### src/rtl/snoop_line_ctrl.sv
module snoop_line_ctrl #(
  parameter int AW    = 32,
  parameter int CNT_W = 32
) (
  input  logic             clk,
  input  logic             rst_n,
  input  logic             req_valid,
  output logic             req_ready,
  input  logic [1:0]       req_op,
  input  logic [AW-1:0]    req_addr,
  output logic             resp_valid,
  output logic             bus_req_valid,
  input  logic             bus_req_ready,
  output logic             bus_req_getm,
  output logic [AW-1:0]    bus_req_addr,
  input  logic             bus_data_valid,
  input  logic             bus_shared,
  input  logic             snp_valid,
  input  logic             snp_getm,
  input  logic [AW-1:0]    snp_addr,
  output logic             snp_supply,
  output logic             snp_shared,
  output logic [3:0]       line_state,
  output logic [CNT_W-1:0] miss_count,
  output logic             err_flag
);
  localparam logic [3:0] ST_I  = 4'd0;
  localparam logic [3:0] ST_S  = 4'd1;
  localparam logic [3:0] ST_E  = 4'd2;
  localparam logic [3:0] ST_O  = 4'd3;
  localparam logic [3:0] ST_F  = 4'd4;
  localparam logic [3:0] ST_M  = 4'd5;
  localparam logic [3:0] ST_IS = 4'd8;
  localparam logic [3:0] ST_IM = 4'd9;
  localparam logic [3:0] ST_SM = 4'd10;
  localparam logic [3:0] ST_OM = 4'd11;
  localparam logic [3:0] ST_FM = 4'd12;
  localparam logic [CNT_W-1:0] CNT_MAX = '1;

  logic [3:0]    st, nxt;
  logic [AW-1:0] tag;
  logic          sent, resp_q, err_q;
  logic [CNT_W-1:0] misses;
  logic          miss_inc, hit, bad;

  wire transient  = st[3];
  wire valid_line = !st[3] && (st != ST_I);
  wire owner_like = (st == ST_M) || (st == ST_O) || (st == ST_F);
  wire snp_hit    = snp_valid && valid_line && (snp_addr == tag);
  wire is_load    = (req_op == 2'd0);
  wire is_store   = (req_op == 2'd1);

  assign req_ready     = !transient && !snp_valid;
  wire   accept        = req_valid && req_ready;
  assign bus_req_valid = transient && !sent;
  assign bus_req_getm  = (st != ST_IS);
  assign bus_req_addr  = tag;
  wire   data_in       = transient && sent && bus_data_valid;
  assign snp_supply    = snp_hit && owner_like;
  assign snp_shared    = snp_hit && !snp_getm;

  assign line_state = st;
  assign miss_count = misses;
  assign err_flag   = err_q;
  assign resp_valid = resp_q;

  always_comb begin
    nxt      = st;
    miss_inc = 1'b0;
    hit      = 1'b0;
    bad      = 1'b0;
    if (snp_hit) begin
      if (snp_getm)         nxt = ST_I;
      else if (st == ST_M)  nxt = ST_O;
      else if (st == ST_E)  nxt = ST_F;
    end else if (data_in) begin
      if (st == ST_IS) nxt = bus_shared ? ST_S : ST_E;
      else             nxt = ST_M;
    end else if (accept) begin
      if (!(is_load || is_store)) begin
        bad = 1'b1;
      end else begin
        case (st)
          ST_I: begin
            nxt      = is_load ? ST_IS : ST_IM;
            miss_inc = 1'b1;
          end
          ST_S, ST_O, ST_F: begin
            if (is_load) begin
              hit = 1'b1;
            end else begin
              miss_inc = 1'b1;
              nxt = (st == ST_S) ? ST_SM : (st == ST_O) ? ST_OM : ST_FM;
            end
          end
          ST_E: begin
            hit = 1'b1;
            if (is_store) nxt = ST_M;
          end
          ST_M:    hit = 1'b1;
          default: bad = 1'b1;
        endcase
      end
    end
  end

  always_ff @(posedge clk) begin
    if (!rst_n) begin
      st     <= ST_I;
      tag    <= '0;
      sent   <= 1'b0;
      resp_q <= 1'b0;
      err_q  <= 1'b0;
      misses <= '0;
    end else begin
      st     <= nxt;
      resp_q <= hit || data_in;
      err_q  <= err_q || bad;
      if (accept && st == ST_I) tag <= req_addr;
      if (bus_req_valid && bus_req_ready) sent <= 1'b1;
      else if (data_in)                  sent <= 1'b0;
      if (miss_inc && misses != CNT_MAX) misses <= misses + 1'b1;
    end
  end
endmodule


### config.mk
export PLATFORM = sky130hd
export DESIGN_NAME = snoop_line_ctrl
export DESIGN_NICKNAME = d
export VERILOG_FILES = /design/src/rtl/snoop_line_ctrl.sv
export SDC_FILE = /design/constraint.sdc
export NUM_CORES = 1
export LEC_CHECK = 0
export CORE_ASPECT_RATIO = 0.6
export CORE_MARGIN = 5
export CORE_UTILIZATION = 46
export DETAILED_ROUTE_END_ITERATION = 8
export PLACE_DENSITY_LB_ADDON = 0.1
export SLEW_MARGIN = 20
export SYNTH_ARGS = -nofsm -noshare
export SYNTH_HDL_FRONTEND = slang
export SYNTH_SLANG_ARGS = --single-unit
### constraint.sdc
create_clock -name clk -period 3.8 [get_ports clk]
set_input_delay 0.76 -clock clk [delete_from_list [all_inputs] [get_ports clk]]
set_output_delay 0.76 -clock clk [all_outputs]
set_load 0.01 [all_outputs]
Word level (Yosys, flattened, before mapping)
Cells that the tools add are included.

word-level totals
  input bits = 74
  output and inout port bits = 75
  ROM bits = 0
  latch bits = 0
  RAM bits = 0
  word-level logic and storage cells = 87
  memories kept = 0
  register bits = 71

operators by class
  add/sub/neg operators = 1
  multiplexer cells = 34
  bitwise logic cells = 0
  div/mod/pow operators = 0
  eq/ne operators = 13
  multiply operators = 0
  order comparisons = 0
  shifts and indexed selects = 0
  reduce and logical (&&, ||, !) cells = 33

operators with widths
  operator               number
  $mux 4                 9
  $add 32x1->32 const B  1
  $eq 32x32->1           1
  $ne 32x32->1 const B   1
  $mux 1                 18
  $logic_and 1x1->1      13
  $ne 4x4->1 const B     3
  $pmux 4 s3             1
  $mux 3                 3
  $eq 4x2->1 const B     2
  $eq 4x3->1 const B     2
  $reduce_and 6->1       1
  $reduce_bool 3->1      2
  $reduce_or 6->1        1
  $logic_or 1x1->1       5
  $reduce_bool 5->1      1
  $eq 4x1->1 const B     1
  $eq 4x4->1 const B     1
  $logic_not 1->1        4
  $logic_not 4->1        1
  $ne 4x2->1 const B     1
  $pmux 1 s2             2
  $reduce_bool 4->1      1
  $reduce_or 3->1        1
  other kinds (5)        5

Longest topological paths before layout
  word-level depth = 9
  gate-level depth with buffers = 8
  gate-level depth less buffers = 7

Worst setup path after synthesis
OpenSTA, ideal clock, no wires.

  path type = in2out
  start point = input port snp_addr[9]
  end point = output port snp_supply
  stages on the path = 6
  slack = 0.806 ns
  arrival = 2.234 ns
  data required time = 3.040 ns
  buffers on the path = 1
  cell sequence = xor2_1 > nor4_1 > nand4_1 > or4_1 > buf_2 > a211oi_1

on the way
  longest elaborated chain between the ends = 3

RTL lines
  what               RTL line  text
  start, declared    20        input logic [AW-1:0] snp_addr,
  $eq 32x32->1       49        wire snp_hit = snp_valid && valid_line && (snp_addr == tag);
  $logic_and 1x1->1  49
  $logic_and 1x1->1  59        assign snp_supply = snp_hit && owner_like;
  end, declared      21        output logic snp_supply,

No other way between the ends.

Final worst setup path
  start point = input port snp_addr[19]
  end point = output port snp_shared

on the way
  longest elaborated chain between the ends = 3

RTL lines
  what               RTL line  text
  $eq 32x32->1       49
  $logic_and 1x1->1  49
  $logic_and 1x1->1  60        assign snp_shared = snp_hit && !snp_getm;
  end, declared      22        output logic snp_shared,

No other way between the ends.

==> impl_metrics.csv <==
group,metric,value,unit
yosys,synthFlopType,"dfxtp_1",
clock_network,clockBufferDepth,2,
yosys,yosysTopAreaCell,"dfxtp_1",
yosys,syn-num-nets,519,
global_routing,globalRouteTotalUtil,22.9,%
setup_path,r2r_cells,6,
run,drv_cap,0,
die,core_area,7420,µm²
sta,slew_headroom,52.6,%
yosys,ys_ff_latch,71,
sta,finalCritPeriodShare,95.3,%
clock_network,clockRootBuffer,"clkbuf_16",
setup_path,start_kind,"input pin",
layout,syn_to_final_growth,54.1,%
power,power_per_cell_area,352,nW/µm²
sta,setup-violations-final,0,
sta,fin_ws,0.177,ns
setup_path,path_common_cell,"buf_4",
setup_path,arrival,2.86,ns
yosys,synth-seq-area-share,39.8,%
clock_network,cts_setup_buffers,0,
yosys,ys_types,47,
die,ios,149,
place,gp_congestion,0.898,
layout,layout.nets,666,
yosys,syn_area_per_cell,8.05,µm²
global_routing,overflow,0,
worst_hold_path,min-delay-path-class,"register to register",
routing,ant_nets,0,
place,pre_cts_ws,-0.322,ns
place,placedCellCount,684,
clock_network,cts_buffers,9,
clock_network,cts_tree,"built",
place,dpl_cell_area,5200,µm²
die,initial_utilization,48.2,%
setup_path,critical_path_class,"input pin to output port",
clock_network,clock_latency,0.32,ns
die,fp-row-count,24,
layout,diodes,0,
clock_network,cts.htree.levels,3,
clock_network,path_clk_slew,0.05,ns
clock_network,clock-sinks,71,
setup_path,critPathSlowestCell,"or4_4",
setup_path,end_kind,"output port",
routing,drc,0,
worst_hold_path,hold_depth,2,
routing,wl,11100,µm
global_routing,grt_max_degree,38,
die,dieWidth,124,µm
yosys,synth_area_leaders,"dfxtp_1 (40%), nand2_1 (9.3%), xor2_1 (7.6%)",
place,dpl.hpwl,8220,µm
routing,viasPerCell,5.21,
routing,drt-pass1-iter-count,5,
power,power_leakage,2.01,nW
yosys,synth-edff-count,0,
yosys,yosys.cell_count.top_type,"nand2_1",
sta,tns,0,ns
sta,rsz0062_at_grt,"no",
yosys,synth_common_cells,"nand2_1 (89), dfxtp_1 (71), a21oi_1 (43)",
sta,tightestPinTransition,0.709,ns
sta,period_needed,3.62,ns
layout,final_cells,700,
yosys,postSynthCellCount,444,
setup_path,max_stage_delay,0.54,ns
routing,wl_per_cell,15.9,µm
layout,drive_above_1_share,7.21,%
setup_path,crit_chain,"clkdlybuf4s50_1 > xor2_1 > nor4_2 > buf_4 > nand4_1 > or4_4 > buf_4 > nor2_1 > clkbuf_2",
sta,finClkSkew,0.00553,ns
setup_path,worstPathMaxFanout,3,
die,die_h,78.3,µm
layout,n_fill_cell,599,
yosys,async_reset_ff_share,0,%
sta,final-hold-violation-count,0,
routing,first_iter_violations,311,
place,io_buffers,148,
global_routing,grt_pass1_wl,17700,µm
yosys,yosys_warnings,0,
yosys,synth_area,3570,µm²
global_routing,antenna_found_initial,0,
yosys,synth_top_area_share,39.8,%
power,vdd_drop_max,0.000301,V
routing,vias,3647,
outcome,status,"finished clean",
global_routing,first_global_vias,3416,
sta,slew_violations,0,
sta,fmax,276,MHz
layout,stdcell_area,5510,µm²
die,dieArea,9690,µm²
setup_path,required,3.04,ns
==> worst paths after layout <==
kind	from	to	slack, ns
setup / recovery	snp_addr[19]	snp_shared	0.18
hold / removal	bus_req_addr[20]	bus_req_addr[20]	0.48
setup reg to reg	line_state[3]	miss_count[21]	1.10
hold reg to reg	bus_req_addr[20]	bus_req_addr[20]	0.48
==> through the flow <==
step / utilization [%] / power, W / hold WS [ns]
6_report: 74.3 / 0.00194 / 0.482
5_1_grt: 74.3 / 0.00202 / 0.507
4_1_cts: 74.4 / 0.00195 / 0.483
3_5_place_dp: 70.1 / 0.00109 / 0.477
3_3_place_gp: 70.1 / 0.00109 / 0.468
2_1_floorplan: - / 0.000924 / 0.500
==> flip-flops by register name, indices dropped and copies added (netlist names) <==
register / cells
bus_req_addr: 32
err_flag: 1
miss_count: 32
line_state: 4
sent: 1
resp_valid: 1
==> what timing repair did <==
item,4_1_cts,5_1_grt
resized for setup,4,5
setup endpoints to repair,2,2
pin swaps,1,1
hold buffers,0,0
==> power by group <==
| part | switching (W) | internal [W] | total, W | leakage (nW) |
|---|---|---|---|---|
| sequential | 0.0000253 | 0.000768 | 0.000793 | 0.575 |
| combinational | 0.000129 | 0.000160 | 0.000289 | 1.29 |
| clock | 0.000293 | 0.000562 | 0.000855 | 0.149 |
| total | 0.000448 | 0.00149 | 0.00194 | 2.01 |
==> layer usage <==
| layer | GRT usage, % | part of all wire [%] |
|---|---|---|
| met1 | 33.5 | 46 |
| met2 | 34.4 | 45 |
| met3 | 6.39 | 8.4 |
| met4 | 2.76 | 0.59 |
| met5 | 0 | 0 |
==> cell type report <==
| class | count | area, µm² | area share (%) |
|---|---|---|---|
| multi-input combinational | 344 | 2050 | 37.2 |
| clock inverter | 2 | 37.5 | 0.681 |
| sequential | 71 | 1420 | 25.8 |
| clock buffer | 14 | 274 | 4.97 |
| tap | 104 | 130 | 2.36 |
| timing repair buffer | 161 | 1580 | 28.7 |
| inverter | 4 | 15.0 | 0.273 |
==> cell families after synthesis <==
kind of cell / after synthesis / share of synthesized area [%]
flip-flops: 71 / 39.8
AND/OR/NAND/NOR: 213 / 28.6
adder cells (fa/ha/maj): 1 / 0.350
buffers and inverters: 29 / 3.18
multiplexers: 8 / 2.28
XOR/XNOR: 56 / 13.7
AO/OA/AOI/OAI: 66 / 12.1
==> cells in the final DEF (no fill, tap or decap), types with 5 or more instances in the layout <==
| cell | netlist | final |
|---|---|---|
| clkdlybuf4s50_1 | 0 | 146 |
| nand2_1 | 89 | 89 |
| dfxtp_1 | 71 | 71 |
| a21oi_1 | 43 | 43 |
| nor2_1 | 39 | 39 |
| xor2_1 | 31 | 31 |
| xnor2_1 | 25 | 25 |
| nor4_1 | 18 | 17 |
| nand3_1 | 15 | 15 |
| buf_4 | 0 | 12 |
| nor3_1 | 10 | 10 |
| clkbuf_16 | 0 | 9 |
| and3_1 | 8 | 8 |
| mux2i_1 | 7 | 7 |
| nand4_1 | 6 | 6 |
| o21ai_0 | 5 | 5 |
| and4_1 | 5 | 5 |
| nand2b_1 | 5 | 5 |
==> critical path, delay by kind of cell <==
kind,cells,cell delay [ns]
buf+inv,4,0.89
xor+xnor,1,0.16
simple gates,4,1.05
(Power assumes the default switching activity.)
